==> config.mk <==
export PLATFORM = sky130hd
export DESIGN_NAME = fir_systolic
export DESIGN_NICKNAME = d
export VERILOG_FILES = /design/src/rtl/fir_systolic_pkg.sv /design/src/rtl/fir_systolic_cell.sv /design/src/rtl/fir_systolic_dp.sv /design/src/rtl/fir_systolic_ctrl.sv /design/src/rtl/fir_systolic.sv
export SDC_FILE = /design/constraint.sdc
export NUM_CORES = 2
export LEC_CHECK = 0
export ABC_CLOCK_PERIOD_IN_PS = 9100
export BUFFER_PORTS_ARGS = -buffer_cell sky130_fd_sc_hd__buf_2
export CORE_MARGIN = 4
export CORE_UTILIZATION = 30
export CTS_CLUSTER_DIAMETER = 120
export DETAILED_ROUTE_END_ITERATION = 12
export GPL_ROUTABILITY_DRIVEN = 0
export PLACE_DENSITY_LB_ADDON = 0.3
export SKIP_CTS_REPAIR_TIMING = 1
export SLEW_MARGIN = 20
export SYNTH_ARGS = -nofsm -noshare
export SYNTH_HDL_FRONTEND = slang
export SYNTH_SLANG_ARGS = --single-unit
==> constraint.sdc <==
create_clock -name clk -period 9.1 [get_ports clk]
set_input_delay 1.365 -clock clk [delete_from_list [all_inputs] [get_ports clk]]
set_output_delay 1.365 -clock clk [all_outputs]
set_load 0.01 [all_outputs]
==> src/rtl/fir_systolic_pkg.sv <==
package fir_systolic_pkg;

  // Precision presets for the sample, weight and sum widths
  localparam int NARROW_SAMPLE_W = 17;
  localparam int NARROW_COEF_W   = 18;
  localparam int NARROW_ACC_W    = 44;
  localparam int WIDE_SAMPLE_W   = 25;
  localparam int WIDE_COEF_W     = 27;
  localparam int WIDE_ACC_W      = 64;

  // Structural limits
  localparam int MAX_TAPS = 256;
  localparam int SEL_W    = 8;

  // Fixed register stages in front of and inside each cell, excluding the sum chain
  localparam int PIPE_STAGES = 3;

  // Strobes from control to datapath
  typedef struct packed {
    logic             sampleEn;
    logic             coefLoadEn;
    logic [SEL_W-1:0] coefSel;
  } firCtl_t;

  function automatic int cellCount(input int taps);
    return (taps + 1) / 2;
  endfunction

endpackage

==> src/rtl/fir_systolic_cell.sv <==
module fir_systolic_cell
  import fir_systolic_pkg::*;
#(
  parameter int SAMPLE_W = NARROW_SAMPLE_W,
  parameter int COEF_W   = NARROW_COEF_W,
  parameter int ACC_W    = NARROW_ACC_W,
  parameter bit CENTRE   = 1'b0
) (
  input  logic                       clk,
  input  logic                       rst,
  input  logic                       loadEn,
  input  logic signed [COEF_W-1:0]   coefData,
  input  logic signed [SAMPLE_W-1:0] nearSample,
  input  logic signed [SAMPLE_W-1:0] farSample,
  input  logic signed [ACC_W-1:0]    sumIn,
  output logic signed [ACC_W-1:0]    sumOut
);

  localparam int PRE_W  = SAMPLE_W + 1;
  localparam int PROD_W = PRE_W + COEF_W;

  logic signed [COEF_W-1:0]   coefReg;
  logic signed [SAMPLE_W-1:0] farOp;
  logic signed [PRE_W-1:0]    preReg;
  logic signed [PROD_W-1:0]   prodReg;
  logic signed [ACC_W-1:0]    prodExt;

  // A centre cell sees a single operand; a pair cell folds the mirror sample in
  generate
    if (CENTRE) begin : g_single
      assign farOp = '0;
    end else begin : g_pair
      assign farOp = farSample;
    end
  endgenerate

  assign prodExt = ACC_W'(prodReg);

  always_ff @(posedge clk) begin
    if (rst) begin
      coefReg <= '0;
      preReg  <= '0;
      prodReg <= '0;
      sumOut  <= '0;
    end else begin
      if (loadEn) coefReg <= coefData;
      preReg  <= PRE_W'(nearSample) + PRE_W'(farOp);
      prodReg <= coefReg * preReg;
      sumOut  <= sumIn + prodExt;
    end
  end


  coef_hold_chk: assert property (@(posedge clk) disable iff (rst)
    !loadEn |=> $stable(coefReg));


  sum_no_wrap_chk: assert property (@(posedge clk) disable iff (rst)
    (sumIn[ACC_W-1] == prodExt[ACC_W-1]) |=> (sumOut[ACC_W-1] == $past(sumIn[ACC_W-1])));

endmodule

==> src/rtl/fir_systolic_dp.sv <==
module fir_systolic_dp
  import fir_systolic_pkg::*;
#(
  parameter int NUM_TAPS = 7,
  parameter int SAMPLE_W = NARROW_SAMPLE_W,
  parameter int COEF_W   = NARROW_COEF_W,
  parameter int ACC_W    = NARROW_ACC_W
) (
  input  logic                       clk,
  input  logic                       rst,
  input  firCtl_t                    ctl,
  input  logic signed [SAMPLE_W-1:0] inSample,
  input  logic signed [COEF_W-1:0]   coefData,
  output logic signed [ACC_W-1:0]    outSample
);

  localparam int NUM_CELLS  = cellCount(NUM_TAPS);
  localparam bit HAS_CENTRE = (NUM_TAPS % 2) == 1;

  // Forward sample line: cell i reads tap 2i, the mirror operand is the line's end
  logic signed [SAMPLE_W-1:0] xChain [NUM_TAPS];
  logic signed [ACC_W-1:0]    sumChain [NUM_CELLS+1];

  always_ff @(posedge clk) begin
    if (rst) begin
      for (int j = 0; j < NUM_TAPS; j++) xChain[j] <= '0;
    end else begin
      xChain[0] <= ctl.sampleEn ? inSample : '0;
      for (int j = 1; j < NUM_TAPS; j++) xChain[j] <= xChain[j-1];
    end
  end

  assign sumChain[0] = '0;

  generate
    for (genvar i = 0; i < NUM_CELLS; i++) begin : g_cell
      logic cellLoad;
      assign cellLoad = ctl.coefLoadEn && (ctl.coefSel == SEL_W'(i));

      fir_systolic_cell #(
        .SAMPLE_W (SAMPLE_W),
        .COEF_W   (COEF_W),
        .ACC_W    (ACC_W),
        .CENTRE   (HAS_CENTRE && (i == NUM_CELLS - 1))
      ) u_cell (
        .clk        (clk),
        .rst        (rst),
        .loadEn     (cellLoad),
        .coefData   (coefData),
        .nearSample (xChain[2*i]),
        .farSample  (xChain[NUM_TAPS-1]),
        .sumIn      (sumChain[i]),
        .sumOut     (sumChain[i+1])
      );
    end
  endgenerate

  assign outSample = sumChain[NUM_CELLS];


  sel_in_range_chk: assert property (@(posedge clk) disable iff (rst)
    ctl.coefLoadEn |-> (ctl.coefSel < SEL_W'(NUM_CELLS)));


  bubble_zero_chk: assert property (@(posedge clk) disable iff (rst)
    !ctl.sampleEn |=> (xChain[0] == '0));

endmodule

==> src/rtl/fir_systolic_ctrl.sv <==
module fir_systolic_ctrl
  import fir_systolic_pkg::*;
#(
  parameter int NUM_TAPS = 7,
  parameter int IDX_W    = 3
) (
  input  logic             clk,
  input  logic             rst,
  input  logic             inValid,
  input  logic             coefWe,
  input  logic [IDX_W-1:0] coefIdx,
  output firCtl_t          ctl,
  output logic             outValid
);

  localparam int NUM_CELLS = cellCount(NUM_TAPS);
  localparam int LAT       = NUM_CELLS + PIPE_STAGES;

  logic [LAT-1:0] validPipe;

  always_ff @(posedge clk) begin
    if (rst) validPipe <= '0;
    else     validPipe <= {validPipe[LAT-2:0], inValid};
  end

  assign outValid       = validPipe[LAT-1];
  assign ctl.sampleEn   = inValid;
  assign ctl.coefLoadEn = coefWe && (int'(coefIdx) < NUM_CELLS);
  assign ctl.coefSel    = SEL_W'(coefIdx);


  valid_follow_chk: assert property (@(posedge clk) disable iff (rst)
    validPipe[0] |=> (validPipe[1] == 1'b1));

endmodule

==> src/rtl/fir_systolic.sv <==
module fir_systolic
  import fir_systolic_pkg::*;
#(
  parameter int NUM_TAPS = 7,
  parameter int SAMPLE_W = NARROW_SAMPLE_W,
  parameter int COEF_W   = NARROW_COEF_W,
  parameter int ACC_W    = NARROW_ACC_W,
  localparam int IDX_W   = $clog2(cellCount(NUM_TAPS)) + 1
) (
  input  logic                       clk,
  input  logic                       rst,
  input  logic                       inValid,
  input  logic signed [SAMPLE_W-1:0] inSample,
  input  logic                       coefWe,
  input  logic [IDX_W-1:0]           coefIdx,
  input  logic signed [COEF_W-1:0]   coefData,
  output logic                       outValid,
  output logic signed [ACC_W-1:0]    outSample
);

  firCtl_t ctlBus;

  fir_systolic_ctrl #(
    .NUM_TAPS (NUM_TAPS),
    .IDX_W    (IDX_W)
  ) u_ctrl (
    .clk      (clk),
    .rst      (rst),
    .inValid  (inValid),
    .coefWe   (coefWe),
    .coefIdx  (coefIdx),
    .ctl      (ctlBus),
    .outValid (outValid)
  );

  fir_systolic_dp #(
    .NUM_TAPS (NUM_TAPS),
    .SAMPLE_W (SAMPLE_W),
    .COEF_W   (COEF_W),
    .ACC_W    (ACC_W)
  ) u_dp (
    .clk       (clk),
    .rst       (rst),
    .ctl       (ctlBus),
    .inSample  (inSample),
    .coefData  (coefData),
    .outSample (outSample)
  );


  write_keeps_stream_chk: assert property (@(posedge clk) disable iff (rst)
    coefWe |-> (ctlBus.sampleEn == inValid));

endmodule

======== After elaboration in Yosys (flattened, before gate mapping) ========
Memory sizes are Yosys's and may differ from the RTL's.
Index checks and enable logic that the tools add are counted.
W data, S select, Z words.
word-level totals
  flip-flop bits (word level) ............. 461
  bits in writable memories ............... 119
  input bits .............................. 42
  output and inout port bits .............. 45
  word-level logic and storage cells ...... 56
  memories ................................ 1
operators by class
  $add $sub $neg .......................... 6
  multipliers ............................. 4
  magnitude comparators ................... 1
  equality and inequality tests ........... 3
  multiplexer cells ....................... 11
  bitwise logic cells ..................... 7
  reduce and logical (&&, ||, !) cells .... 6
memories
  memory       depth  width  read ports  clocked after memory_dff  write ports  line                   text
  u_dp.xChain  7      17     7           0                         7            fir_systolic_dp.sv:21  logic signed [SAMPLE_W-1:0] xChain [NUM_TAPS];
operators with widths
  kind                  number
  $mux W17              8
  $mul A18 B18 Y36      3
  $add A17 B17 Y18      3
  $add A44 B35 Y44      1
  $add A44 B36 Y44      1
  $add A36 B36 Y37      1
  $mul A18 B17 Y35      1
  $logic_not A8 Y1      1
  $or A1 B1 Y1          7
  $eq A3 B2 Y1 const B  2
  $logic_and A1 B1 Y1   5
  $eq A3 B1 Y1 const B  1
  $lt A3 B3 Y1 const B  1
  $mux W1               3

======== Depth between registers and ports, before layout ========
  word-level depth ........................ 3
  gate-level depth with buffers ........... 27
  gate-level depth less buffers ........... 24

======== Modules after synthesis ========
A second synthesis with hierarchy kept.
unflattened totals
  cell total of the unflattened synthesis .. 8192
  area, all modules ....................... 74569.0 µm²
by module, submodules not included
  module                                      times used  cells each  area each (µm²)  seq. area each (µm²)
  fir_systolic_cell at u_dp.g_cell[0].u_cell  1           2048        18256.3          2322.2
  fir_systolic_cell at u_dp.g_cell[1].u_cell  1           2034        18173.7          2322.2
  fir_systolic_cell at u_dp.g_cell[2].u_cell  1           2022        18006.0          2322.2
  fir_systolic_cell at u_dp.g_cell[3].u_cell  1           1803        16633.5          2282.2
  fir_systolic_dp                             1           260         3238.1           2382.3
  fir_systolic_ctrl                           1           25          261.5            140.1

======== Worst setup path after synthesis ========
No wires, ideal clock.
  path type ............................... flip-flop to flip-flop
  from .................................... register u_dp.g_cell[1].u_cell.coefReg[17]
  to ...................................... register u_dp.g_cell[1].u_cell.prodReg[35]
  library setup time ...................... 0.070 ns
  arrival ................................. 6.368 ns
  required time ........................... 9.030 ns
  slack ................................... 2.662 ns
  cell stages (with the launch flop) ...... 26
  buffers on the path ..................... 3
  clock period less this slack ............ 6.438 ns
  path through ............................ dfxtp_1 > clkbuf_1 > clkbuf_1 > nand2_1 > fa_1 > inv_1 > fa_1 > inv_1 > fa_1 > inv_1 > fa_1 > fa_1 > inv_1 > fa_1 > inv_1 > ha_1 > clkbuf_1 > a21o_1 > a21oi_1 > nor2b_1 > o41ai_1 > o21ai_1 > nor3_1 > a2111oi_0 > or4_1 > a21oi_1
on the way
  word-level cells in the longest chain between the ends .. 1
RTL lines
  item                    line                     text
  from (decl)             fir_systolic_cell.sv:22  logic signed [COEF_W-1:0] coefReg;
  from (signal assigned)  fir_systolic_cell.sv:46  if (loadEn) coefReg <= coefData;
  $mul A18 B18 Y36        fir_systolic_cell.sv:48  prodReg <= coefReg * preReg;
  to (signal assigned)    fir_systolic_cell.sv:48
  to (decl)               fir_systolic_cell.sv:25  logic signed [PROD_W-1:0] prodReg;
No other way between the ends.
A chain may end at the register's enable or synchronous reset.

======== Worst setup path in the final report ========
  from .................................... register u_dp.g_cell[0].u_cell.preReg[0]
  to ...................................... register u_dp.g_cell[0].u_cell.prodReg[34]
on the way
  word-level cells in the longest chain between the ends .. 1
RTL lines
  item                    line                     text
  from (decl)             fir_systolic_cell.sv:24  logic signed [PRE_W-1:0] preReg;
  from (signal assigned)  fir_systolic_cell.sv:47  preReg <= PRE_W'(nearSample) + PRE_W'(farOp);
  $mul A18 B18 Y36        fir_systolic_cell.sv:48
  to (signal assigned)    fir_systolic_cell.sv:48
  to (decl)               fir_systolic_cell.sv:25
No other way between the ends.

==> flow_metrics.env <==
export IMPL_hpwl_um=161000
export IMPL_first_iter_violations=2998
export IMPL_setup_worst_path_start="u_dp.g_cell[0].u_cell.preReg[0]"
export IMPL_grt_pass1_wl_um=316700
export IMPL_boundaryPins=87
export IMPL_arrival_ns=7.69
export IMPL_multi_input_area_um2=52780
export IMPL_hold_depth=1
export IMPL_die_x_um=494.7
export IMPL_end_kind="flip-flop"
export IMPL_drv_cap=0
export IMPL_grt_setup_unrepaired="false"
export IMPL_critPathMostFrequentCell="inv_1"
export IMPL_drtAntennaViolNets=0
export IMPL_clk_pin_slew_ns=0.06
export IMPL_peakVddDrop_uv=105.4
export IMPL_ys_seq_area_share_pct=16.14
export IMPL_cts_buffers_inserted=68
export IMPL_timing_slew_headroom_pct=26.08
export IMPL_synth_cell_area_um2=71060
export IMPL_start_util_pct=30.19
export IMPL_min_from="u_dp.xChain[0][58]"
export IMPL_cp_start_kind="flip-flop"
export IMPL_port_buffers=86
export IMPL_cts_root_buf="clkbuf_16"
export IMPL_synth_avg_cell_area_um2=9.093
export IMPL_antenna_found_initial=5
export IMPL_gr_total_overflow=0
export IMPL_drc=0
export IMPL_gr_usage_all_layers_pct=16.51
export IMPL_fin_crit_sh_pct=79.19
export IMPL_hp_class="flip-flop to flip-flop"
export IMPL_tritoncts="built"
export IMPL_die_height_um=494.7
export IMPL_fin_area_um2=76940
export IMPL_area_growth_synth_to_final_pct=8.278
export IMPL_clock_path_buffers=3
export IMPL_hold_violations=0
export IMPL_ys_flop_type="dfxtp_1"
export IMPL_wl_per_cell_um=18.27
export IMPL_combinationalPowerShare_pct=5.1
export IMPL_vias_per_cell=4.684
export IMPL_nets=9569
export IMPL_p_seq_share_pct=44.4
export IMPL_yosysUniqueCellTypes=83
export IMPL_setup_viol=0
export IMPL_r2r_cells=24
export IMPL_ys_warn_count=0
export IMPL_p_per_area_nw_per_um2=76.65
export IMPL_clock_power_share_pct=50.6
export IMPL_final_layout_size_suffix_gt1_share_pct=3.308
export IMPL_fillCellCount=24460
export IMPL_internal_power_w=0.004437
export IMPL_synth_seq_cells=573
export IMPL_dieArea_um2=244700
export IMPL_wl_um=198900
export IMPL_crit_path_top_delay_cell="dfxtp_1"
export IMPL_switching_share_pct=24.77
export IMPL_worstSetupPathType="flip-flop to flip-flop"
export IMPL_slew_viol_final=0
export IMPL_grt_pass1_vias=55120
export IMPL_insertion_delay_ns=0.66
export IMPL_grt_max_degree=160
export IMPL_clock_skew_ns=0.04062
export IMPL_fmax_mhz=138.8
export IMPL_p_leak_nw=37.76
export IMPL_crit_required_ns=9.59
export IMPL_firstDrtPassIters=7
export IMPL_layout_min_cycle_time_ns=7.206
export IMPL_dpl_instance_area_um2=74530
export IMPL_p_sw_w=0.001461
export IMPL_crit_chain="nand2_1 -> inv_1 -> fa_1 -> inv_1 -> fa_1 -> inv_1 -> ha_1 -> inv_1 -> fa_1 -> inv_1 -> fa_1 -> inv_1 -> fa_1 -> inv_1 -> ha_1 -> nand2_1 -> nor4_1 -> nor2_1 -> o211ai_1 -> o41ai_1 -> a211oi_1 -> o31ai_1 -> a21oi_1 -> nor3b_1"
export IMPL_htree_levels=3
export IMPL_clock_sinks=573
export IMPL_async_flop_share_pct=0
export IMPL_tns_ns=0
export IMPL_ff_latch_area_um2=11470
export IMPL_rows=178
export IMPL_max_stage_delay_ns=0.87
export IMPL_outcome="complete, no violations"
export IMPL_synth_nets=9694
export IMPL_synth_edf_count=0
export IMPL_postSynthCellCount=7815
export IMPL_crit_fanout=18
export IMPL_vias=51000
export IMPL_r2r_start="u_dp.g_cell[0].u_cell.preReg[0]"
export IMPL_worstMarginPinSlew_ns=1.109
export IMPL_core_area_um2=235400
==> per-stage QoR <==
stage,cells,hold WS [ns],power [W],utilization (%),setup WS (ns)
floorplan,7815,0.4138,0.002816,-,2.662
global placement,10770,0.4152,0.002969,31.66,2.018
detailed placement,10770,0.4204,0.002973,31.66,1.922
CTS,10890,0.4215,0.005988,32.68,1.908
global route,10890,0.4394,0.006103,32.68,1.292
finish,10890,0.4240,0.005897,32.68,1.894
==> routing by layer <==
layer  track usage, %  vias up  routed length, um
li1                 -    23620                  -
met1            21.19    25960              85850
met2            28.27     1105              95530
met3            1.879      310               8315
met4            6.773        6               9167
met5                0        -                 34
==> synthesized netlist by cell type, types with 34 or more instances <==
master    count  area [um^2]
nor3_1      101        505.5
a211oi_1     55        412.9
o21ai_0     105        525.5
nor2b_1     231         1445
or3_1        34        212.7
xnor2_1     134         1174
o21ai_1      45        225.2
nand3_1      53        265.3
fa_1       1304        26110
xor2_1       84        735.7
nand2b_1     50        312.8
nand2_1     876         3288
ha_1        533         6669
dfxtp_1     573        11470
and2_1      651         4073
o21a_1       42        315.3
a21oi_1     283         1416
clkbuf_1    301         1130
nor2_1      386         1449
a21o_1      107        803.3
inv_1      1502         5638
==> layout make-up <==
class,instances,share of cell area (%)
inverter,1502,7.328
clock inverter,33,0.7172
tap,3150,5.123
antenna,1,0.003252
timing repair buffer,117,0.9074
sequential,573,14.91
clock buffer,85,2.413
multi-input combinational,5428,68.60
==> path summary, 6_finish.rpt <==
path	to	slack, ns
worst max register to register	u_dp.g_cell[0].u_cell.prodReg[34]	1.89
worst min-delay path	u_dp.xChain[0][75]	0.42
worst min register to register	u_dp.xChain[0][75]	0.42
worst max-delay path	u_dp.g_cell[0].u_cell.prodReg[34]	1.89
==> placed cells by master (no fill, tap or decap), types with 20 or more instances in the layout <==
cell type | synthesis | layout
inv_1 | 1502 | 1502
fa_1 | 1304 | 1304
nand2_1 | 876 | 876
and2_1 | 651 | 651
dfxtp_1 | 573 | 573
ha_1 | 533 | 533
nor2_1 | 386 | 386
a21oi_1 | 283 | 283
nor2b_1 | 231 | 230
xnor2_1 | 134 | 134
a21o_1 | 107 | 107
o21ai_0 | 105 | 105
nor3_1 | 101 | 100
buf_2 | 1 | 85
xor2_1 | 84 | 84
clkbuf_16 | 0 | 69
a211oi_1 | 55 | 55
nand3_1 | 53 | 53
nand2b_1 | 50 | 50
o21ai_1 | 45 | 45
o21a_1 | 42 | 42
or3_1 | 34 | 34
a31oi_1 | 30 | 30
buf_4 | 1 | 29
o211ai_1 | 28 | 28
o31ai_1 | 25 | 25
o21bai_1 | 25 | 25
nand4_1 | 23 | 23
nor3b_1 | 22 | 22
and3_1 | 20 | 20
==> power groups by stage <==
| stage | clock, W | combinational (W) | sequential (W) |
|---|---|---|---|
| floorplan | 0 | 0.000207 | 0.00261 |
| global placement | 0 | 0.000297 | 0.00267 |
| detailed placement | 0 | 0.000301 | 0.00267 |
| CTS | 0.00307 | 0.000302 | 0.00262 |
| global route | 0.00315 | 0.000330 | 0.00262 |
| finish | 0.00298 | 0.000299 | 0.00262 |
==> flip-flops by register name, indices dropped and copies added, names as in the netlist <==
| name | flops |
|---|---|
| u_ctrl.validPipe | 7 |
| u_dp.g_cell.u_cell.coefReg | 72 |
| u_dp.g_cell.u_cell.preReg | 71 |
| u_dp.g_cell.u_cell.prodReg | 143 |
| u_dp.g_cell.u_cell.sumOut | 161 |
| u_dp.xChain | 119 |
==> kinds of logic (layout without fill, tap and decap cells) <==
| group | after synthesis | in the layout | synth area share [%] |
|---|---|---|---|
| other | 0 | 1 | 0 |
| AO/OA/AOI/OAI | 857 | 857 | 7.758 |
| adder cells (fa/ha/maj) | 1837 | 1837 | 46.12 |
| AND/OR/NAND/NOR | 2501 | 2501 | 17.47 |
| flip-flops | 573 | 573 | 16.14 |
| XOR/XNOR | 218 | 218 | 2.687 |
| buffers and inverters | 1814 | 1737 | 9.589 |
| multiplexers | 15 | 15 | 0.2342 |
==> worst max-delay path, delay by kind of cell, from the launching register on <==
kind	cells	cell delay (ns)
AOI/OAI and AO/OA	5	0.89
adders and majority gates	7	3.36
buffers and inverters	7	0.93
DFF	1	0.87
and+or+nand+nor	5	0.97
No activity file was read; power rests on OpenSTA's default activity.
